**src/rtl/xlt_pkg.sv**
```systemverilog
package xlt_pkg;
   // access codes; code bit 1 set means the page is writable
   localparam logic [1:0] PERM_NONE = 2'b00;
   localparam logic [1:0] PERM_RO   = 2'b01;

   function automatic logic perm_fault(input logic [1:0] code, input logic xn,
                                       input logic wr, input logic ex);
      return (code == PERM_NONE) || (wr && code == PERM_RO) || (ex && xn);
   endfunction
endpackage

```
**src/rtl/xlt_entry_array.sv**
```systemverilog
module xlt_entry_array #(
   parameter int N      = 32,
   parameter int VPN_W  = 20,
   parameter int PFN_W  = 20,
   parameter int ASID_W = 8,
   parameter int MASK_W = 8
) (
   input  logic                  clk,
   input  logic                  rst_n,
   input  logic [VPN_W-1:0]      q_vpn,
   input  logic [ASID_W-1:0]     q_asid,
   input  logic                  q_ns,
   output logic [N-1:0]          match_vec,
   output logic [N-1:0]          valid_vec,
   output logic [PFN_W-1:0]      e_pfn  [N],
   output logic [MASK_W-1:0]     e_mask [N],
   output logic [1:0]            e_perm [N],
   output logic                  e_xn   [N],
   input  logic                  wr_en,
   input  logic [$clog2(N)-1:0]  wr_idx,
   input  logic [VPN_W-1:0]      wr_vpn,
   input  logic [MASK_W-1:0]     wr_mask,
   input  logic [ASID_W-1:0]     wr_asid,
   input  logic                  wr_ns,
   input  logic                  wr_global,
   input  logic [PFN_W-1:0]      wr_pfn,
   input  logic [1:0]            wr_perm,
   input  logic                  wr_xn,
   input  logic                  clr_all,
   input  logic                  clr_asid_en,
   input  logic [ASID_W-1:0]     clr_asid
);
   localparam int IDX_W = $clog2(N);
   localparam int HI_W  = VPN_W - MASK_W;

   for (genvar i = 0; i < N; i++) begin : g_slot
      logic              s_v, s_g, s_ns, s_xn;
      logic [VPN_W-1:0]  s_vpn;
      logic [ASID_W-1:0] s_asid;
      logic [PFN_W-1:0]  s_pfn;
      logic [MASK_W-1:0] s_mask;
      logic [1:0]        s_perm;
      logic [VPN_W-1:0]  care;
      logic              hit_here;

      always_ff @(posedge clk or negedge rst_n) begin
         if (!rst_n) begin
            s_v    <= 1'b0;
            s_g    <= 1'b0;
            s_ns   <= 1'b0;
            s_xn   <= 1'b0;
            s_vpn  <= '0;
            s_asid <= '0;
            s_pfn  <= '0;
            s_mask <= '0;
            s_perm <= '0;
         end else if (wr_en && wr_idx == IDX_W'(i)) begin
            s_v    <= 1'b1;
            s_g    <= wr_global;
            s_ns   <= wr_ns;
            s_xn   <= wr_xn;
            s_vpn  <= wr_vpn;
            s_asid <= wr_asid;
            s_pfn  <= wr_pfn;
            s_mask <= wr_mask;
            s_perm <= wr_perm;
         end else if (clr_all || (clr_asid_en && !s_g && s_asid == clr_asid)) begin
            s_v <= 1'b0;
         end
      end

      assign care     = ~{{HI_W{1'b0}}, s_mask};
      assign hit_here = s_v && (((s_vpn ^ q_vpn) & care) == '0) && (s_ns == q_ns)
                        && (s_g || s_asid == q_asid);

      assign match_vec[i] = hit_here;
      assign valid_vec[i] = s_v;
      assign e_pfn[i]     = s_pfn;
      assign e_mask[i]    = s_mask;
      assign e_perm[i]    = s_perm;
      assign e_xn[i]      = s_xn;
   end
endmodule

```
**src/rtl/xlt_hit_select.sv**
```systemverilog
module xlt_hit_select #(
   parameter int N = 32
) (
   input  logic [N-1:0]         match_vec,
   output logic                 any_hit,
   output logic                 many_hit,
   output logic [$clog2(N)-1:0] hit_idx
);
   localparam int IDX_W = $clog2(N);

   // lowest index has priority
   always_comb begin
      hit_idx = '0;
      for (int i = N - 1; i >= 0; i--) begin
         if (match_vec[i]) hit_idx = IDX_W'(i);
      end
   end

   assign any_hit  = |match_vec;
   assign many_hit = |(match_vec & (match_vec - N'(1)));
endmodule

```
**src/rtl/xlt_victim_sel.sv**
```systemverilog
module xlt_victim_sel #(
   parameter int                N         = 32,
   parameter int                LFSR_W    = 16,
   parameter logic [LFSR_W-1:0] LFSR_TAPS = 16'hB400,
   parameter logic [LFSR_W-1:0] LFSR_SEED = 16'hACE1
) (
   input  logic                 clk,
   input  logic                 rst_n,
   input  logic [N-1:0]         valid_vec,
   input  logic                 rand_mode,
   input  logic                 alloc,
   output logic [$clog2(N)-1:0] victim_idx
);
   localparam int IDX_W = $clog2(N);

   logic [IDX_W-1:0]  rr_ptr;
   logic [LFSR_W-1:0] lfsr;
   logic [IDX_W-1:0]  free_idx;
   logic              full;

   always_comb begin
      free_idx = '0;
      for (int i = N - 1; i >= 0; i--) begin
         if (!valid_vec[i]) free_idx = IDX_W'(i);
      end
   end

   assign full = &valid_vec;

   always_ff @(posedge clk or negedge rst_n) begin
      if (!rst_n) begin
         rr_ptr <= '0;
      end else if (alloc && full && !rand_mode) begin
         rr_ptr <= rr_ptr + 1'b1;
      end
   end

   always_ff @(posedge clk or negedge rst_n) begin
      if (!rst_n) begin
         lfsr <= LFSR_SEED;
      end else begin
         lfsr <= {1'b0, lfsr[LFSR_W-1:1]} ^ (lfsr[0] ? LFSR_TAPS : '0);
      end
   end

   always_comb begin
      if (!full)          victim_idx = free_idx;
      else if (rand_mode) victim_idx = lfsr[IDX_W-1:0];
      else                victim_idx = rr_ptr;
   end
endmodule

```
**src/rtl/xlt_micro_cache.sv**
```systemverilog
module xlt_micro_cache #(
   parameter int                N_ENTRIES = 32,
   parameter int                VPN_W     = 20,
   parameter int                PFN_W     = 20,
   parameter int                ASID_W    = 8,
   parameter int                MASK_W    = 8,
   parameter int                LFSR_W    = 16,
   parameter logic [LFSR_W-1:0] LFSR_TAPS = 16'hB400,
   parameter logic [LFSR_W-1:0] LFSR_SEED = 16'hACE1
) (
   input  logic              clk,
   input  logic              rst_n,
   input  logic              lk_valid,
   input  logic [VPN_W-1:0]  lk_vpn,
   input  logic [ASID_W-1:0] lk_asid,
   input  logic              lk_ns,
   input  logic              lk_write,
   input  logic              lk_exec,
   output logic              lk_hit,
   output logic [PFN_W-1:0]  lk_pfn,
   output logic              lk_fault,
   output logic              lk_multi,
   input  logic              rf_valid,
   input  logic [VPN_W-1:0]  rf_vpn,
   input  logic [MASK_W-1:0] rf_mask,
   input  logic [ASID_W-1:0] rf_asid,
   input  logic              rf_ns,
   input  logic              rf_global,
   input  logic [PFN_W-1:0]  rf_pfn,
   input  logic [1:0]        rf_perm,
   input  logic              rf_xn,
   input  logic              inv_all,
   input  logic              inv_asid_en,
   input  logic [ASID_W-1:0] inv_asid,
   input  logic              repl_random
);
   import xlt_pkg::*;

   localparam int IDX_W = $clog2(N_ENTRIES);

   if (N_ENTRIES < 2 || (N_ENTRIES & (N_ENTRIES - 1)) != 0) begin : g_bad_depth
      $error("N_ENTRIES must be a power of two of at least 2");
   end
   if (MASK_W < 1 || MASK_W >= VPN_W || MASK_W > PFN_W) begin : g_bad_mask
      $error("MASK_W must be positive, below VPN_W and at most PFN_W");
   end
   if (LFSR_W < IDX_W) begin : g_bad_lfsr
      $error("LFSR_W must cover the slot index");
   end

   logic [N_ENTRIES-1:0] match_vec, valid_vec;
   logic [PFN_W-1:0]     e_pfn  [N_ENTRIES];
   logic [MASK_W-1:0]    e_mask [N_ENTRIES];
   logic [1:0]           e_perm [N_ENTRIES];
   logic                 e_xn   [N_ENTRIES];
   logic                 any_hit, many_hit;
   logic [IDX_W-1:0]     hit_idx, victim_idx;
   logic [PFN_W-1:0]     sel_pfn, merged_pfn;
   logic [MASK_W-1:0]    sel_mask;

   xlt_entry_array #(
      .N(N_ENTRIES), .VPN_W(VPN_W), .PFN_W(PFN_W), .ASID_W(ASID_W), .MASK_W(MASK_W)
   ) u_ent (
      .clk(clk), .rst_n(rst_n),
      .q_vpn(lk_vpn), .q_asid(lk_asid), .q_ns(lk_ns),
      .match_vec(match_vec), .valid_vec(valid_vec),
      .e_pfn(e_pfn), .e_mask(e_mask), .e_perm(e_perm), .e_xn(e_xn),
      .wr_en(rf_valid), .wr_idx(victim_idx),
      .wr_vpn(rf_vpn), .wr_mask(rf_mask), .wr_asid(rf_asid), .wr_ns(rf_ns),
      .wr_global(rf_global), .wr_pfn(rf_pfn), .wr_perm(rf_perm), .wr_xn(rf_xn),
      .clr_all(inv_all), .clr_asid_en(inv_asid_en), .clr_asid(inv_asid)
   );

   xlt_hit_select #(.N(N_ENTRIES)) u_sel (
      .match_vec(match_vec), .any_hit(any_hit), .many_hit(many_hit), .hit_idx(hit_idx)
   );

   xlt_victim_sel #(
      .N(N_ENTRIES), .LFSR_W(LFSR_W), .LFSR_TAPS(LFSR_TAPS), .LFSR_SEED(LFSR_SEED)
   ) u_vict (
      .clk(clk), .rst_n(rst_n), .valid_vec(valid_vec), .rand_mode(repl_random),
      .alloc(rf_valid), .victim_idx(victim_idx)
   );

   assign sel_pfn  = e_pfn[hit_idx];
   assign sel_mask = e_mask[hit_idx];

   // masked low bits pass the virtual offset through to the frame
   if (PFN_W > MASK_W) begin : g_merge_wide
      assign merged_pfn = {sel_pfn[PFN_W-1:MASK_W],
                           (sel_pfn[MASK_W-1:0] & ~sel_mask) | (lk_vpn[MASK_W-1:0] & sel_mask)};
   end else begin : g_merge_full
      assign merged_pfn = (sel_pfn & ~sel_mask) | (lk_vpn[MASK_W-1:0] & sel_mask);
   end

   assign lk_hit   = lk_valid && any_hit;
   assign lk_multi = lk_valid && many_hit;
   assign lk_pfn   = lk_hit ? merged_pfn : '0;
   assign lk_fault = lk_hit && perm_fault(e_perm[hit_idx], e_xn[hit_idx], lk_write, lk_exec);
endmodule

```
**config.mk**
```make
export PLATFORM = sky130hd
export DESIGN_NAME = xlt_micro_cache
export DESIGN_NICKNAME = d
export VERILOG_FILES = /design/src/rtl/xlt_pkg.sv /design/src/rtl/xlt_entry_array.sv /design/src/rtl/xlt_hit_select.sv /design/src/rtl/xlt_victim_sel.sv /design/src/rtl/xlt_micro_cache.sv
export SDC_FILE = /design/constraint.sdc
export NUM_CORES = 2
export LEC_CHECK = 0
export CAP_MARGIN = 10
export CORE_ASPECT_RATIO = 1.2
export CORE_MARGIN = 2
export CORE_UTILIZATION = 50
export CTS_CLUSTER_DIAMETER = 120
export DETAILED_ROUTE_END_ITERATION = 8
export PLACE_DENSITY = 0.68
export SYNTH_ARGS = -nofsm -noshare
export SYNTH_HDL_FRONTEND = slang
export SYNTH_HIERARCHICAL = 1
export SYNTH_SLANG_ARGS = --single-unit
```
**constraint.sdc**
```tcl
create_clock -name clk -period 7.8 [get_ports clk]
set_input_delay 1.56 -clock clk [delete_from_list [all_inputs] [get_ports clk]]
set_output_delay 1.56 -clock clk [all_outputs]
set_load 0.01 [all_outputs]
```
==> qor.csv <==
stage,metric,value,unit
placed_design,place.gp.congestion,0.961,
placed_design,dp_slack,-1370,ps
power,peakVddDrop,0.218,mV
setup_path,worst-r2r-setup-slack,2910,ps
power,powerDensity,215,mW/mm^2
setup_path,path_max_fanout,5,
cts,numCtsBuffers,200,
global_route,antenna_found_initial,8,
setup_path,startpoint_type,input pin,
timing,fmax,122,MHz
timing,relSlewSlack,0.186,
placed_design,dp_cells,9840,
cts,tritoncts,built,
cells_and_area,nets,7645,
setup_path,crit_required,6240,ps
logic_synthesis,syn_area_per_cell,13.7,sq um
global_route,grt_pass1_vias,66100,
power,p_leak,54.6,nW
timing,finalCritPeriodShare,1.05,
placed_design,hpwl,194,mm
cells_and_area,area_delta_synth_final,16.1,%
cells_and_area,final_cell_mix,"dfrtp_1 (1997), mux2_2 (1910), xor2_1 (801)",
logic_synthesis,synth-seq-cells,2005,
timing,rsz0062_at_grt,true,
global_route,grt_max_degree,199,
timing,drv_slew,0,
timing,skew,49.1,ps
drt,ant_nets,0,
drt,vias_per_cell,6.13,
timing,setup_ws,-392,ps
setup_path,cp_data_arrival_time,6630,ps
timing,tightest_slew,1220,ps
drt,num_vias,63300,
drt,drtIter0Drc,5695,
logic_synthesis,yosys_warnings,6,
logic_synthesis,synth-async-reset-ratio,1.00,
drt,detail_route.wirelength,311,mm
logic_synthesis,synth_edf_count,0,
logic_synthesis,netlist_instances,7248,
cts,cts-htree-levels,4,
placed_design,io_buffers,129,
global_route,grt_pass1_wl,456,mm
timing,setup_viol,21,
logic_synthesis,syn_nets,7356,
floorplan,start_util,0.502,
logic_synthesis,synth_ff_type,dfrtp_1,
floorplan,io_pins,130,
cells_and_area,layout-drive-gt1-share,0.453,
setup_path,critPathKind,in -> out,
cts,path_clk_slew,60,ps
cts,cts.root.buffer_cell,clkbuf_16,
logic_synthesis,ys_seq_area_frac,0.505,
cells_and_area,nFillCells,15700,
run_status,status,"complete, but fails checks",
worst_hold_path,min_path_type,reg -> reg,
timing,period_needed,8190,ps
logic_synthesis,synthDistinctLibCells,78,
global_route,overflow,0,
cts,holdBufCountCts,0,
timing,finalHoldViolations,0,
floorplan,die_h,492,um
logic_synthesis,syn_area,0.0994,sq mm
cts,cts_buffer_depth,3,
timing,hold_slack,352,ps
floorplan,die_area,0.202,sq mm
drt,wl_per_cell,30.2,um
power,total_power,24.8,mW
floorplan,rows,179,
cells_and_area,fin_cells,10300,
job,drv_cap,0,
floorplan,core,0.198,sq mm
setup_path,worstSetupEndpointType,output port,
global_route,grtUsageTotal,0.307,
cts,clk_latency,880,ps
drt,drtPass1Iterations,5,
drt,route.detailed.drc,0,
run_status,violations,negative setup slack,
cts,cts_num_sinks,2005,
floorplan,die_w,411,um
cells_and_area,layout_commonest_cell,dfrtp_1,
-- registers in the layout (all words and copies together) (netlist names) --
name and flops:
u_ent/g_slot.s_g 32, u_vict/lfsr 16, u_ent/g_slot.s_xn 32, u_ent/g_slot.s_v 32
u_ent/g_slot.s_ns 32, u_ent/g_slot.s_perm 64, u_ent/g_slot.s_vpn 640, u_ent/g_slot.s_asid 256
u_ent/g_slot.s_mask 256, u_vict/rr_ptr 5, u_ent/g_slot.s_pfn 640
-- worst max-delay path, cell delays in order --
cell      delay [ps]
buf_12           120
buf_8            130
buf_6            120
xnor2_4          140
o22ai_2          110
or4_4            620
nor4_4           280
buf_4            160
nor2_2            40
o31ai_2           60
buf_4            170
a21boi_2          50
o31ai_1          190
nand4_1          170
a311oi_4         290
buf_6            170
buf_12           140
buf_6            110
mux4_2           490
mux4_2           590
mux2i_1          210
buf_4            180
o21ai_4           70
a31oi_2          170
buf_4            160
buf_6            100
-- layout make-up --
type,count,area [sq um],share of cell area
repair buffers,813,8170,0.0708
flip-flops and latches,2005,50200,0.435
diodes,4,10.0,0.0000868
clock buffers,286,5720,0.0496
clock inverters,80,1160,0.0100
well taps,2624,3280,0.0285
inverters,17,63.8,0.000553
multi-input cells,4500,46800,0.406
-- synthesized netlist by cell type, types with 76 or more instances --
cell type,instances,share of area
nand2_1,116,0.0044
xnor2_1,387,0.034
xor2_1,804,0.071
o22ai_1,98,0.0062
dfrtp_1,1997,0.50
buf_4,122,0.0092
mux4_2,252,0.057
mux2i_1,76,0.0077
clkbuf_1,277,0.010
buf_2,229,0.012
mux2_2,1911,0.22
nor4_1,222,0.014
-- worst paths after layout --
kind	start	end	depth (start not counted)
max	lk_vpn[7]	lk_pfn[6]	26
min	u_vict/lfsr[6]	u_vict/lfsr[5]	0
max reg2reg	u_ent/g_slot[11].s_v	u_ent/g_slot[17].s_pfn[8]	8
min reg2reg	u_vict/lfsr[6]	u_vict/lfsr[5]	0
max in group asynchronous	rst_n	u_ent/g_slot[14].s_asid[2]	3
min in group asynchronous	rst_n	u_ent/g_slot[26].s_pfn[0]	1
-- where the power goes --
part           total (mW)  internal (mW)  switching (mW)
clock network        10.1           5.71            4.36
logic                3.21           1.52            1.69
registers            11.6           11.1           0.506
-- metal layers --
metal | vias to the layer above | share of wire | global-route usage
li1 | 26400 | - | -
met1 | 34000 | 0.41 | 0.407
met2 | 2306 | 0.47 | 0.495
met3 | 641 | 0.065 | 0.0463
met4 | 6 | 0.055 | 0.147
met5 | - | 0.00013 | 0
-- what timing repair did --
action	CTS	global route
gates resized for setup	405	91
gates cloned	13	3
endpoints found under the setup margin	22	22
setup buffers	61	55
pin swaps	69	41
-- through the flow --
step	setup TNS (ps)	util	area, sq um
2_1_floorplan	0	-	99400
3_5_place_dp	-24690	0.532	105000
6_report	-5180	0.583	115000
4_1_cts	-4490	0.579	115000
5_1_grt	-7570	0.583	115000
3_3_place_gp	-22180	0.532	105000
-- cells by family (layout without fill, tap and decap cells) --
logic type / count (synthesis) / after routing / share of synthesized area
and+or+nand+nor: 651 / 651 / 0.0372
buffers and inverters: 743 / 1196 / 0.0399
DFF: 2005 / 2005 / 0.505
xor gates and xnor gates: 1191 / 1191 / 0.105
AOI/OAI and AO/OA: 363 / 363 / 0.0248
adders and majority gates: 5 / 5 / 0.000554
muxes: 2290 / 2290 / 0.288
other: 0 / 4 / 0
No activity file was read; power rests on OpenSTA's default activity.
